**src/rtl/pd_pkg.sv**
```systemverilog
package pd_pkg;

  typedef enum logic [1:0] {
    PD_IDLE  = 2'd0,
    PD_BREAK = 2'd1,
    PD_MAKE  = 2'd2,
    PD_PAUSE = 2'd3
  } pd_state_t;

  // code 0 dials ten breaks, 1..9 dial their own value
  function automatic logic [3:0] pd_break_count(input logic [3:0] code);
    return (code == 4'd0) ? 4'd10 : code;
  endfunction

  function automatic logic pd_code_ok(input logic [3:0] code);
    return code <= 4'd9;
  endfunction

endpackage

```
**src/rtl/pd_interval_timer.sv**
```systemverilog
module pd_interval_timer #(
  parameter int TICK_CYCLES = 100000,
  parameter int CNT_W       = 8
) (
  input  logic             clk,
  input  logic             rst_n,
  input  logic             load_i,
  input  logic [CNT_W-1:0] len_i,
  input  logic             run_i,
  output logic             done_o
);

  localparam int PW = (TICK_CYCLES > 1) ? $clog2(TICK_CYCLES) : 1;

  logic [CNT_W-1:0] rem_q;
  logic             tick;

  generate
    if (TICK_CYCLES > 1) begin : g_pre
      logic [PW-1:0] pre_q;
      assign tick = (pre_q == PW'(TICK_CYCLES - 1));
      always_ff @(posedge clk) begin
        if (!rst_n) begin
          pre_q <= '0;
        end else if (load_i || tick) begin
          pre_q <= '0;
        end else if (run_i) begin
          pre_q <= pre_q + 1'b1;
        end
      end
    end else begin : g_nopre
      assign tick = 1'b1;
    end
  endgenerate

  always_ff @(posedge clk) begin
    if (!rst_n) begin
      rem_q <= '0;
    end else if (load_i) begin
      rem_q <= len_i;
    end else if (run_i && tick && rem_q != '0) begin
      rem_q <= rem_q - 1'b1;
    end
  end

  assign done_o = run_i && tick && (rem_q == CNT_W'(1));

endmodule

```
**src/rtl/pd_ratio_sel.sv**
```systemverilog
module pd_ratio_sel #(
  parameter int PERIOD_TICKS  = 100,
  parameter int MAKE_HI_TICKS = 40,
  parameter int MAKE_LO_TICKS = 33,
  parameter int CNT_W         = 8
) (
  input  logic             ratio_hi_i,
  output logic [CNT_W-1:0] make_len_o,
  output logic [CNT_W-1:0] break_len_o
);

  localparam logic [CNT_W-1:0] MK_HI = CNT_W'(MAKE_HI_TICKS);
  localparam logic [CNT_W-1:0] MK_LO = CNT_W'(MAKE_LO_TICKS);
  localparam logic [CNT_W-1:0] BR_HI = CNT_W'(PERIOD_TICKS - MAKE_HI_TICKS);
  localparam logic [CNT_W-1:0] BR_LO = CNT_W'(PERIOD_TICKS - MAKE_LO_TICKS);

  assign make_len_o  = ratio_hi_i ? MK_HI : MK_LO;
  assign break_len_o = ratio_hi_i ? BR_HI : BR_LO;

endmodule

```
**src/rtl/pd_seq.sv**
```systemverilog
module pd_seq
  import pd_pkg::*;
#(
  parameter int CNT_W       = 8,
  parameter int PAUSE_TICKS = 800
) (
  input  logic             clk,
  input  logic             rst_n,
  input  logic             in_valid_i,
  input  logic [3:0]       code_i,
  input  logic             pulse_mode_i,
  input  logic             ratio_hi_i,
  output logic             sel_ratio_o,
  input  logic [CNT_W-1:0] make_len_i,
  input  logic [CNT_W-1:0] break_len_i,
  output logic             tmr_load_o,
  output logic [CNT_W-1:0] tmr_len_o,
  output logic             tmr_run_o,
  input  logic             tmr_done_i,
  output pd_state_t        state_o
);

  pd_state_t  state_q, state_d;
  logic [3:0] left_q, left_d;
  logic       ratio_q, ratio_d;
  logic       start;

  assign start = in_valid_i && (state_q == PD_IDLE) && pulse_mode_i && pd_code_ok(code_i);

  // lengths come from the live pin while idle, from the latched ratio afterwards
  assign sel_ratio_o = (state_q == PD_IDLE) ? ratio_hi_i : ratio_q;

  always_comb begin
    state_d    = state_q;
    left_d     = left_q;
    ratio_d    = ratio_q;
    tmr_load_o = 1'b0;
    tmr_len_o  = '0;
    unique case (state_q)
      PD_IDLE: begin
        if (start) begin
          state_d    = PD_BREAK;
          left_d     = pd_break_count(code_i);
          ratio_d    = ratio_hi_i;
          tmr_load_o = 1'b1;
          tmr_len_o  = break_len_i;
        end
      end
      PD_BREAK: begin
        if (tmr_done_i) begin
          state_d    = PD_MAKE;
          tmr_load_o = 1'b1;
          tmr_len_o  = make_len_i;
        end
      end
      PD_MAKE: begin
        if (tmr_done_i) begin
          tmr_load_o = 1'b1;
          if (left_q == 4'd1) begin
            state_d   = PD_PAUSE;
            tmr_len_o = CNT_W'(PAUSE_TICKS);
          end else begin
            state_d   = PD_BREAK;
            left_d    = left_q - 4'd1;
            tmr_len_o = break_len_i;
          end
        end
      end
      PD_PAUSE: begin
        if (tmr_done_i) begin
          state_d = PD_IDLE;
        end
      end
      default: state_d = PD_IDLE;
    endcase
  end

  always_ff @(posedge clk) begin
    if (!rst_n) begin
      state_q <= PD_IDLE;
      left_q  <= '0;
      ratio_q <= 1'b0;
    end else begin
      state_q <= state_d;
      left_q  <= left_d;
      ratio_q <= ratio_d;
    end
  end

  assign tmr_run_o = (state_q != PD_IDLE);
  assign state_o   = state_q;

endmodule

```
**src/rtl/pulse_dialer.sv**
```systemverilog
module pulse_dialer
  import pd_pkg::*;
#(
  parameter int TICK_CYCLES   = 100000,
  parameter int PERIOD_TICKS  = 100,
  parameter int MAKE_HI_TICKS = 40,
  parameter int MAKE_LO_TICKS = 33,
  parameter int PAUSE_TICKS   = 800
) (
  input  logic       clk,
  input  logic       rst_n,
  input  logic       dig_valid_i,
  output logic       dig_ready_o,
  input  logic [3:0] dig_code_i,
  input  logic       pulse_mode_i,
  input  logic       ratio_hi_i,
  output logic       line_o,
  output logic       mute_n_o
);

  localparam int MAX_LEN = (PERIOD_TICKS > PAUSE_TICKS) ? PERIOD_TICKS : PAUSE_TICKS;
  localparam int CNT_W   = $clog2(MAX_LEN + 1);

  logic             sel_ratio;
  logic [CNT_W-1:0] make_len, break_len, tmr_len;
  logic             tmr_load, tmr_run, tmr_done;
  pd_state_t        state;

  pd_ratio_sel #(
    .PERIOD_TICKS (PERIOD_TICKS),
    .MAKE_HI_TICKS(MAKE_HI_TICKS),
    .MAKE_LO_TICKS(MAKE_LO_TICKS),
    .CNT_W        (CNT_W)
  ) u_ratio (
    .ratio_hi_i (sel_ratio),
    .make_len_o (make_len),
    .break_len_o(break_len)
  );

  pd_seq #(
    .CNT_W      (CNT_W),
    .PAUSE_TICKS(PAUSE_TICKS)
  ) u_seq (
    .clk         (clk),
    .rst_n       (rst_n),
    .in_valid_i  (dig_valid_i),
    .code_i      (dig_code_i),
    .pulse_mode_i(pulse_mode_i),
    .ratio_hi_i  (ratio_hi_i),
    .sel_ratio_o (sel_ratio),
    .make_len_i  (make_len),
    .break_len_i (break_len),
    .tmr_load_o  (tmr_load),
    .tmr_len_o   (tmr_len),
    .tmr_run_o   (tmr_run),
    .tmr_done_i  (tmr_done),
    .state_o     (state)
  );

  pd_interval_timer #(
    .TICK_CYCLES(TICK_CYCLES),
    .CNT_W      (CNT_W)
  ) u_timer (
    .clk   (clk),
    .rst_n (rst_n),
    .load_i(tmr_load),
    .len_i (tmr_len),
    .run_i (tmr_run),
    .done_o(tmr_done)
  );

  // outputs decode straight from the state register
  assign dig_ready_o = (state == PD_IDLE);
  assign mute_n_o    = (state == PD_IDLE);
  assign line_o      = (state != PD_BREAK);

endmodule

```
**config.mk**
```make
export PLATFORM = sky130hd
export DESIGN_NAME = pulse_dialer
export DESIGN_NICKNAME = d
export VERILOG_FILES = /design/src/rtl/pd_pkg.sv /design/src/rtl/pd_interval_timer.sv /design/src/rtl/pd_ratio_sel.sv /design/src/rtl/pd_seq.sv /design/src/rtl/pulse_dialer.sv
export SDC_FILE = /design/constraint.sdc
export NUM_CORES = 1
export LEC_CHECK = 0
export BUFFER_PORTS_ARGS = -buffer_cell sky130_fd_sc_hd__buf_4
export CAP_MARGIN = 20
export CELL_PAD_IN_SITES_DETAIL_PLACEMENT = 1
export CELL_PAD_IN_SITES_GLOBAL_PLACEMENT = 2
export CORE_MARGIN = 3
export CORE_UTILIZATION = 42
export CTS_BUF_LIST = sky130_fd_sc_hd__clkbuf_8
export CTS_CLUSTER_DIAMETER = 150
export CTS_CLUSTER_SIZE = 12
export DETAILED_ROUTE_END_ITERATION = 8
export PLACE_DENSITY = 0.86
export SLEW_MARGIN = 15
export SYNTH_ARGS = -nofsm -noshare
export SYNTH_HDL_FRONTEND = slang
export SYNTH_SLANG_ARGS = --single-unit
```
**constraint.sdc**
```tcl
create_clock -name clk -period 4.65 [get_ports clk]
set_input_delay 0.2325 -clock clk [delete_from_list [all_inputs] [get_ports clk]]
set_output_delay 0.2325 -clock clk [all_outputs]
set_load 0.02 [all_outputs]
```
==> results of run 1 <==
[logic make-up after synthesis]
group           count (synthesis)
simple gates                  114
compound gates                 55
flops                          34
buf+inv                        24
xor+xnor                       22
fa+ha+maj                      10
mux                             3
[final timing paths]
check / start / endpoint / cells past startpoint
max: u_seq.state_o[0]$_SDFFE_PN0P_ / u_timer.rem_q[4]$_SDFFE_PN0P_ / 7
min: ratio_hi_i / u_seq.ratio_q$_SDFFE_PN0P_ / 3
max reg2reg: u_seq.state_o[0]$_SDFFE_PN0P_ / u_timer.rem_q[4]$_SDFFE_PN0P_ / 7
min reg2reg: u_seq.ratio_q$_SDFFE_PN0P_ / u_seq.ratio_q$_SDFFE_PN0P_ / 2
[area by class of cell]
class / count / area [um2]
inverters: 13 / 48.8
fillers: 604 / 2420
repair buffers: 13 / 97.6
clock inverters: 2 / 60.1
flip-flops and latches: 34 / 681
multi-input cells: 204 / 1440
well taps: 67 / 83.8
clock buffers: 6 / 82.6
[per-layer routing]
metal	vias up	global-route usage (%)	part of all wire, %
met3	7	3.40	2.8
li1	992	-	-
met1	966	28.1	50
met4	0	6.99	1.4
met2	27	34.0	46
met5	-	0	0
[worst max-delay path: cells and delay by family, from the launching register on]
family,cells,cell delay [ns]
DFF,1,0.33
adders and majority gates,1,0.55
AOI/OAI and AO/OA,2,0.42
buffers and inverters,1,0.13
and+or+nand+nor,3,1.01
[sequential cells by signal, summed over array words and instances (netlist names)]
register and flops:
u_seq.state_o 2, u_seq.ratio_q 1, u_timer.g_pre.pre_q 17, u_timer.rem_q 10, u_seq.left_q 4
[layout by cell type (no fill, tap or decap), types with 2 or more instances in the layout]
| master | count |
|---|---|
| dfxtp_1 | 34 |
| nor2_1 | 27 |
| nand2_1 | 21 |
| inv_1 | 13 |
| buf_4 | 13 |
| nor3_1 | 12 |
| xnor2_1 | 11 |
| xor2_1 | 11 |
| a21oi_1 | 10 |
| ha_1 | 10 |
| nand3_1 | 9 |
| o21ai_0 | 6 |
| clkbuf_8 | 6 |
| and3_1 | 5 |
| nor4_1 | 5 |
| nand4_1 | 5 |
| o211ai_1 | 5 |
| a211oi_1 | 5 |
| o31ai_1 | 5 |
| and2_1 | 3 |
| o311a_1 | 3 |
| or3_1 | 3 |
| nand3b_1 | 3 |
| nor4_4 | 2 |
| and4_1 | 2 |
| o41ai_1 | 2 |
| nor2b_1 | 2 |
| o32ai_1 | 2 |
| o221ai_1 | 2 |
| or4_1 | 2 |
| mux2i_1 | 2 |
| a311oi_1 | 2 |
| a221oi_1 | 2 |
| a31oi_1 | 2 |
| or4b_1 | 2 |
| bufinv_16 | 2 |
[power by group]
| part | switching, uW | internal (uW) |
|---|---|---|
| Combinational | 250 | 149 |
| Sequential | 27.1 | 316 |
| Clock | 112 | 229 |
| Total | 389 | 694 |
[metrics by stage]
stage	hold WS [ns]	utilization [%]
after global routing	0.247	50.7
after floorplan	0.368	-
final	0.212	50.7
after CTS	0.206	50.7
after detailed placement	0.463	47.8
after global placement	0.455	47.8
==> impl_metrics.ini, run 1 <==
[run_status]
status = finished, final reports clean

[synthesis]
yosysTopAreaCellShare_pct = 30.7
synth_seq_area_share_pct = 30.7
synth-xor-area-share_pct = 8.68
ys_ff_latch = 34
yosys.area.top_type = dfxtp_1
synth.distinct_cells = 58
netlist_area_mm2 = 0.00222
synthAdderAreaFrac_pct = 5.64
synthMuxAreaShare_pct = 1.41
synth_enable_flop_cells = 0
syn_avg_cell_area_um2 = 8.47
ys.flop_type = dfxtp_1
synth_top_family_by_area = simple AND/OR/NAND/NOR gates
synth-compound-area-share_pct = 19.5
yosysMostFrequentCell = dfxtp_1
async_flop_share_pct = 0
yosys_warnings = 0
synth.area.top_cells = dfxtp_1 (31%), ha_1 (5.6%), nor2_1 (4.6%)
synthSimpleGateAreaFrac_pct = 29.5
syn_inst = 262
synthTopCellsByCount = dfxtp_1 (34), nor2_1 (27), nand2_1 (21)
syn-num-nets = 281

[detailed_routing]
wirelength_um = 5920
num_vias = 1992
drc = 0
wire_per_inst_um = 17.5
firstDrtPassIters = 4
drt-initial-drc-count = 98
viasPerCell = 5.88
antenna_left = 0

[placed_design]
dp_hpwl_um = 4380
dp_cells = 331
routabilityCongestion = 0.771
port_buffers = 11
dp_slack_ns = 2.11
post_dp_cell_area_mm2 = 0.00235

[worst_setup_path]
crit_chain = inv_1, ha_1, and3_1, and2_1, a41oi_4, or2_1, a221oi_1
end_kind = flip-flop
worstPathMaxFanout = 15
slowest_stage = ha_1
reg2reg_slack_ns = 2.10
arrival_ns = 2.74
max_stage_delay_ns = 0.55
critical_path_class = reg2reg
required_ns = 4.84
critPathLaunchType = flip-flop

[sta]
slew_headroom_pct = 56.9
finalSetupViolCount = 0
tightest_slew_ns = 0.641
worst_slack_ns = 2.10
maxSlewViolCount = 0
fin_crit_ns = 2.55
skew_ns = 0.00556
rsz0062_at_grt = false
finalSetupTns_ns = 0
hold_viol = 0
fmax_mhz = 392
fin_crit_sh_pct = 54.9

[die]
die_area_mm2 = 0.00619
io-pin-count = 12
die_w_um = 78.7
floorplan.initialDensity_pct = 45.2
fp.coreArea_mm2 = 0.00491
rows = 25
die_y_um = 78.7

[grt]
grt_pass1_wl_um = 10200
antenna_found_initial = 0
grt_util_all_layers_pct = 20.9
grt_max_degree = 18
grt-ovfl-total = 0
grt_pass1_vias = 2058

[clocking]
cts_resized = 0
clk_pin_slew_ns = 0.07
cts_buffer_depth = 2
clock-root-buffer = clkbuf_8
cts_tree = done
cts_inserted_buffers = 5
cts-hold-fix-buffers = 0
clk_latency_ns = 0.29
clock_sinks = 34
cts_setup_buffers = 0
htreeDepth = 2

[power]
cellPowerDensity_mw_per_mm2 = 435
leakagePower_uw = 0.000873
power_uw = 1080
ir_drop_mv = 0.307

[finish]
final_cells = 339
layout.nets = 290
diodes = 0
final_cell_area_mm2 = 0.00249
syn_to_final_growth_pct = 12.2
drive_gt1_share_pct = 11.8

[worst_hold_path]
hold_class = in2reg

[flow_run]
maxCapViolations = 0
No activity file was read; power rests on OpenSTA's default activity.
==> inputs of run 2 (changes only) <==
--- a/config.mk
+++ b/config.mk
@@ -10,12 +10,12 @@
 export CELL_PAD_IN_SITES_DETAIL_PLACEMENT = 1
 export CELL_PAD_IN_SITES_GLOBAL_PLACEMENT = 2
 export CORE_MARGIN = 3
-export CORE_UTILIZATION = 42
+export CORE_UTILIZATION = 39
 export CTS_BUF_LIST = sky130_fd_sc_hd__clkbuf_8
 export CTS_CLUSTER_DIAMETER = 150
 export CTS_CLUSTER_SIZE = 12
 export DETAILED_ROUTE_END_ITERATION = 8
-export PLACE_DENSITY = 0.86
+export PLACE_DENSITY = 0.81
 export SLEW_MARGIN = 15
 export SYNTH_ARGS = -nofsm -noshare
 export SYNTH_HDL_FRONTEND = slang
==> constraint.sdc (replaced) <==
create_clock -name clk -period 2.5 [get_ports clk]
set_input_delay 0.125 -clock clk [delete_from_list [all_inputs] [get_ports clk]]
set_output_delay 0.125 -clock clk [all_outputs]
set_load 0.02 [all_outputs]
==> run 2 against run 1 <==
Global-route usage hardly changed. Sequential power increased by 85%. Maximum frequency is 15% higher. Design area increased by 2.3%. Register-to-register slack worse by 1.8 ns. Worst hold slack worse by 0.11 ns.
==> impl_metrics.ini, run 2 (synthesis gave the netlist of run 1 again) <==
[run_status]
status = finished, final reports clean

[sta]
rsz0062_at_grt = false
maxSlewViolCount = 0
finalSetupTns_ns = 0
slew_headroom_pct = 63.4
hold_slack_ns = 0.106
finalSetupViolCount = 0
hold_viol = 0
fin_crit_ns = 2.22
tightest_slew_ns = 0.549
fmax_mhz = 450
fin_crit_sh_pct = 88.9
skew_ns = 0.00758

[finish]
final_cells = 352
final_cell_mix = dfxtp_1 (34), nor2_1 (27), buf_4 (24)
final_cell_area_mm2 = 0.00255
drive_gt1_share_pct = 14.9
layout.nets = 301
syn_to_final_growth_pct = 14.8
reg_top3 = u_timer.g_pre.pre_q: 17 flops, u_timer.rem_q: 10 flops, u_seq.left_q: 4 flops
top_register = u_timer.g_pre.pre_q
diodes = 0
layout_commonest_cell = dfxtp_1
largest_reg_flops = 17

[grt]
grt_max_degree = 18
grt_util_all_layers_pct = 20.9
grt-ovfl-total = 0
grt_pass1_vias = 2116
antenna_found_initial = 0
grt_pass1_wl_um = 10700

[power]
power_uw = 1970
ir_drop_mv = 0.539
cellPowerDensity_mw_per_mm2 = 774
leakagePower_uw = 0.000913

[detailed_routing]
wirelength_um = 6060
drt-initial-drc-count = 99
num_vias = 2048
drc = 0
antenna_left = 0
viasPerCell = 5.82
wire_per_inst_um = 17.2
firstDrtPassIters = 4

[worst_hold_path]
min_from = ratio_hi_i
min_path_cells = 3
min_to = u_seq.ratio_q$_SDFFE_PN0P_
hold_class = in2reg

[placed_design]
dp_hpwl_um = 4550
routabilityCongestion = 0.778
post_dp_cell_area_mm2 = 0.00243
dp_cells = 345
port_buffers = 11

[worst_setup_path]
ff2ff_path_depth = 6
arrival_ns = 2.43
reg2reg_slack_ns = 0.28
required_ns = 2.70
end_kind = flip-flop
reg2reg_from = u_timer.g_pre.pre_q[0]$_SDFFE_PP0N_
worstPathMaxFanout = 7
critPathLaunchType = flip-flop
worstReg2RegEnd = u_timer.rem_q[5]$_SDFFE_PN0P_
critical_path_class = reg2reg

[clocking]
clock-root-buffer = clkbuf_8
cts_resized = 0
htreeDepth = 2
cts_setup_buffers = 0
cts-hold-fix-buffers = 0
cts_tree = done
cts_buffer_depth = 2
clock_sinks = 34
clk_pin_slew_ns = 0.08
cts_inserted_buffers = 5
clk_latency_ns = 0.29

[die]
die_y_um = 81.4
floorplan.initialDensity_pct = 41.9
die_area_mm2 = 0.00663
io-pin-count = 12
rows = 26
fp.coreArea_mm2 = 0.00530
die_w_um = 81.4

[flow_run]
maxCapViolations = 0
[run 2: changes by cell type in the layout (fill, tap and decap cells not counted), sizes merged]
cell,before,now
buf,13,24
bufinv,2,1
[run 2: layer usage]
layer / track usage [%] / share of wire, % / up-vias
li1: - / - / 1014
met1: 29.2 / 52 / 990
met2: 33.1 / 43 / 32
met3: 3.40 / 2.7 / 12
met4: 5.91 / 2.0 / 0
met5: 0 / 0 / -
[run 2: layout make-up]
cell class / instances / area (um2)
fill: 643 / 2760
multi-input combinational: 204 / 1440
tap: 70 / 87.6
clock inverter: 1 / 30.0
sequential: 34 / 681
clock buffer: 6 / 82.6
inverter: 13 / 48.8
timing repair buffer: 24 / 180
[run 2: through the flow]
stage	util [%]	setup WS [ns]
floorplan	-	0.346
global placement	45.9	0.387
detailed placement	45.9	0.285
CTS	48.0	0.262
global route	48.0	0.121
finish	48.0	0.278
[run 2: worst max path at each step]
stage,cells past startpoint,slack [ns],startpoint,to
detailed placement,6,0.29,u_timer.g_pre.pre_q[0]$_SDFFE_PP0N_,u_timer.rem_q[5]$_SDFFE_PN0P_
CTS,6,0.26,u_timer.g_pre.pre_q[0]$_SDFFE_PP0N_,u_timer.rem_q[5]$_SDFFE_PN0P_
global route,6,0.12,u_timer.g_pre.pre_q[0]$_SDFFE_PP0N_,u_timer.rem_q[5]$_SDFFE_PN0P_
floorplan,8,0.35,u_seq.state_o[0]$_SDFFE_PN0P_,u_timer.rem_q[1]$_SDFFE_PN0P_
finish,6,0.28,u_timer.g_pre.pre_q[0]$_SDFFE_PP0N_,u_timer.rem_q[5]$_SDFFE_PN0P_
global placement,6,0.39,u_timer.g_pre.pre_q[0]$_SDFFE_PP0N_,u_timer.rem_q[5]$_SDFFE_PN0P_
[run 2: critical path, cell delays in order, from the launching register on]
cell and delay, ns:
dfxtp_1 0.37, ha_1 0.19, and4b_1 0.28, nand4_2 0.22, or3_1 0.45, or3_1 0.37
a311oi_1 0.26
[run 2: power breakdown]
| group | total (uW) | internal [uW] | switching, uW |
|---|---|---|---|
| logic | 796 | 319 | 477 |
| registers | 636 | 587 | 49.5 |
| clock network | 538 | 319 | 219 |
| total | 1970 | 1220 | 746 |
==> inputs of run 3 (changes only) <==
--- a/config.mk
+++ b/config.mk
@@ -5,17 +5,18 @@
 export SDC_FILE = /design/constraint.sdc
 export NUM_CORES = 1
 export LEC_CHECK = 0
+export ABC_AREA = 1
 export BUFFER_PORTS_ARGS = -buffer_cell sky130_fd_sc_hd__buf_4
 export CAP_MARGIN = 20
 export CELL_PAD_IN_SITES_DETAIL_PLACEMENT = 1
 export CELL_PAD_IN_SITES_GLOBAL_PLACEMENT = 2
 export CORE_MARGIN = 3
-export CORE_UTILIZATION = 39
+export CORE_UTILIZATION = 35
 export CTS_BUF_LIST = sky130_fd_sc_hd__clkbuf_8
 export CTS_CLUSTER_DIAMETER = 150
 export CTS_CLUSTER_SIZE = 12
 export DETAILED_ROUTE_END_ITERATION = 8
-export PLACE_DENSITY = 0.81
+export PLACE_DENSITY = 0.8
 export SLEW_MARGIN = 15
 export SYNTH_ARGS = -nofsm -noshare
 export SYNTH_HDL_FRONTEND = slang
==> run 3 against run 2 <==
Non-clock buffer count is 10 lower. Critical path depth is 4 higher. Final cell count increased by 25%. Synthesized cell count rose by 34%. Sequential share of layout area up 0.18 points. Utilization fell by 6.8 points. Clock power decreased by 27%. Synthesized area increased by 3.8%. Largest cell class unchanged.
==> impl_metrics.ini, run 3 <==
[worst_setup_path]
critical_path_class = reg2reg
ff2ff_path_depth = 10
critPathLaunchType = flip-flop
arrival_ns = 2.32
required_ns = 2.67
end_kind = flip-flop
worstPathMaxFanout = 7

[sta]
hold_viol = 0
finalSetupViolCount = 0
fin_crit_sh_pct = 86.1
hold_slack_ns = 0.165
tightest_slew_ns = 0.447
maxSlewViolCount = 0
slew_headroom_pct = 69.9
rsz0062_at_grt = false
fin_crit_ns = 2.15
fmax_mhz = 464
finalSetupTns_ns = 0
skew_ns = 0.00433

[worst_hold_path]
hold_class = in2reg
min_path_cells = 3

[synthesis]
synth_seq_area_share_pct = 29.5
yosys_warnings = 0
synthTopCellsByCount = nand2_1 (84), nor2_1 (56), inv_1 (42)
ys.flop_type = dfxtp_1
ys_ff_latch = 34
syn_inst = 352
synth.distinct_cells = 34
yosys.area.top_type = dfxtp_1
syn-num-nets = 371
yosysMostFrequentCell = nand2_1
synth_enable_flop_cells = 0
synth.area.top_cells = dfxtp_1 (30%), nand2_1 (14%), nor2_1 (9.1%)
syn_avg_cell_area_um2 = 6.55
yosysTopAreaCellShare_pct = 29.5
netlist_area_mm2 = 0.00230
async_flop_share_pct = 0

[clocking]
clk_latency_ns = 0.29
cts_inserted_buffers = 5
cts_resized = 0
cts_tree = done
clock_sinks = 34
cts_buffer_depth = 2
clock-root-buffer = clkbuf_8
htreeDepth = 2
clk_pin_slew_ns = 0.07
cts-hold-fix-buffers = 0
cts_setup_buffers = 0

[power]
ir_drop_mv = 0.312
leakagePower_uw = 0.00111
cellPowerDensity_mw_per_mm2 = 659

[run_status]
status = finished, final reports clean

[finish]
multi_input_area_mm2 = 0.00141
reg_top3 = u_timer.g_pre.pre_q: 17 flops, u_timer.rem_q: 10 flops, u_seq.left_q: 4 flops
register_area_um2 = 681
final_cell_mix = nand2_1 (84), nor2_1 (56), inv_1 (42)
top_register = u_timer.g_pre.pre_q
layout_commonest_cell = nand2_1
layout.nets = 385
drive_gt1_share_pct = 11.7
diodes = 0
syn_to_final_growth_pct = 9.77
fillers = 817
utilization_pct = 41.3
largest_reg_flops = 17

[grt]
grt-ovfl-total = 0
grt_util_met1_pct = 24.3
grt_use_met3_pct = 3.41
antenna_found_initial = 0
grt_pass1_vias = 2171
grt_max_degree = 18
met2_usage_pct = 26.2
grt_pass1_wl_um = 10200
top_usage_layer = met2
grt_util_all_layers_pct = 17.0

[detailed_routing]
drc = 0
firstDrtPassIters = 4
drt-initial-drc-count = 72
viasPerCell = 4.92
antenna_left = 0
wire_per_inst_um = 13.2
wirelength_um = 5830
num_vias = 2169

[die]
die_w_um = 87.1
die_y_um = 87.1
die_area_mm2 = 0.00759
fp.coreArea_mm2 = 0.00613
rows = 28
floorplan.initialDensity_pct = 37.6
io-pin-count = 12

[placed_design]
port_buffers = 11
routabilityCongestion = 0.771
dp_hpwl_um = 4620

[flow_run]
maxCapViolations = 0
run 3: worst max-delay path, cell delays in order (launching register included):
cell and delay [ns]:
dfxtp_1 0.39, inv_1 0.10, ha_1 0.32, nor3_4 0.24, nand2_1 0.12, nor3_2 0.20
nand2_1 0.17, nor2_1 0.20, nand2_1 0.09, xor2_1 0.14, nor2_1 0.05
run 3: kinds of logic after synthesis:
family / share of synthesized area [%]
AND/OR/NAND/NOR: 40.7
AO/OA/AOI/OAI: 8.47
XOR/XNOR: 6.46
adder cells (fa/ha/maj): 5.43
buffers and inverters: 9.45
flip-flops: 29.5
run 3: stage by stage:
step | instances | setup WS, ns | total power (uW) | instance area [um2]
floorplan | 352 | 0.527 | 1140 | 2300
finish | 441 | 0.347 | 1670 | 2530
CTS | 441 | 0.309 | 1700 | 2530
global route | 441 | 0.0155 | 1820 | 2530
global placement | 434 | 0.384 | 1290 | 2450
detailed placement | 434 | 0.330 | 1300 | 2450
run 3: worst paths after layout:
path	from	end	slack, ns
worst min-delay path	rst_n	u_timer.rem_q[6]$_SDFFE_PN0P_	0.17
worst min register to register	u_seq.left_q[3]$_SDFFE_PN0P_	u_seq.left_q[3]$_SDFFE_PN0P_	0.47
worst max register to register	u_seq.state_o[0]$_SDFFE_PN0P_	u_timer.g_pre.pre_q[15]$_SDFFE_PP0N_	0.35
worst max-delay path	u_seq.state_o[0]$_SDFFE_PN0P_	u_timer.g_pre.pre_q[15]$_SDFFE_PP0N_	0.35
run 3: final cells by class:
class                      instances  share of cell area [%]
multi-input combinational        267                    55.6
sequential                        34                    26.9
inverter                          44                    6.53
timing repair buffer              14                    4.15
tap                               75                    3.71
clock buffer                       5                    2.72
clock inverter                     2                   0.396
run 3: layer usage:
| metal | up-vias | routed length [um] |
|---|---|---|
| met3 | 5 | 168 |
| met1 | 995 | 3130 |
| met4 | 0 | 69 |
| met2 | 28 | 2470 |
| met5 | - | 0 |
| li1 | 1141 | - |
run 3: where the power goes:
part	leakage [uW]	internal, uW	switching, uW
logic	0.000794	229	400
registers	0.000276	601	44.6
clock network	0.0000438	187	207
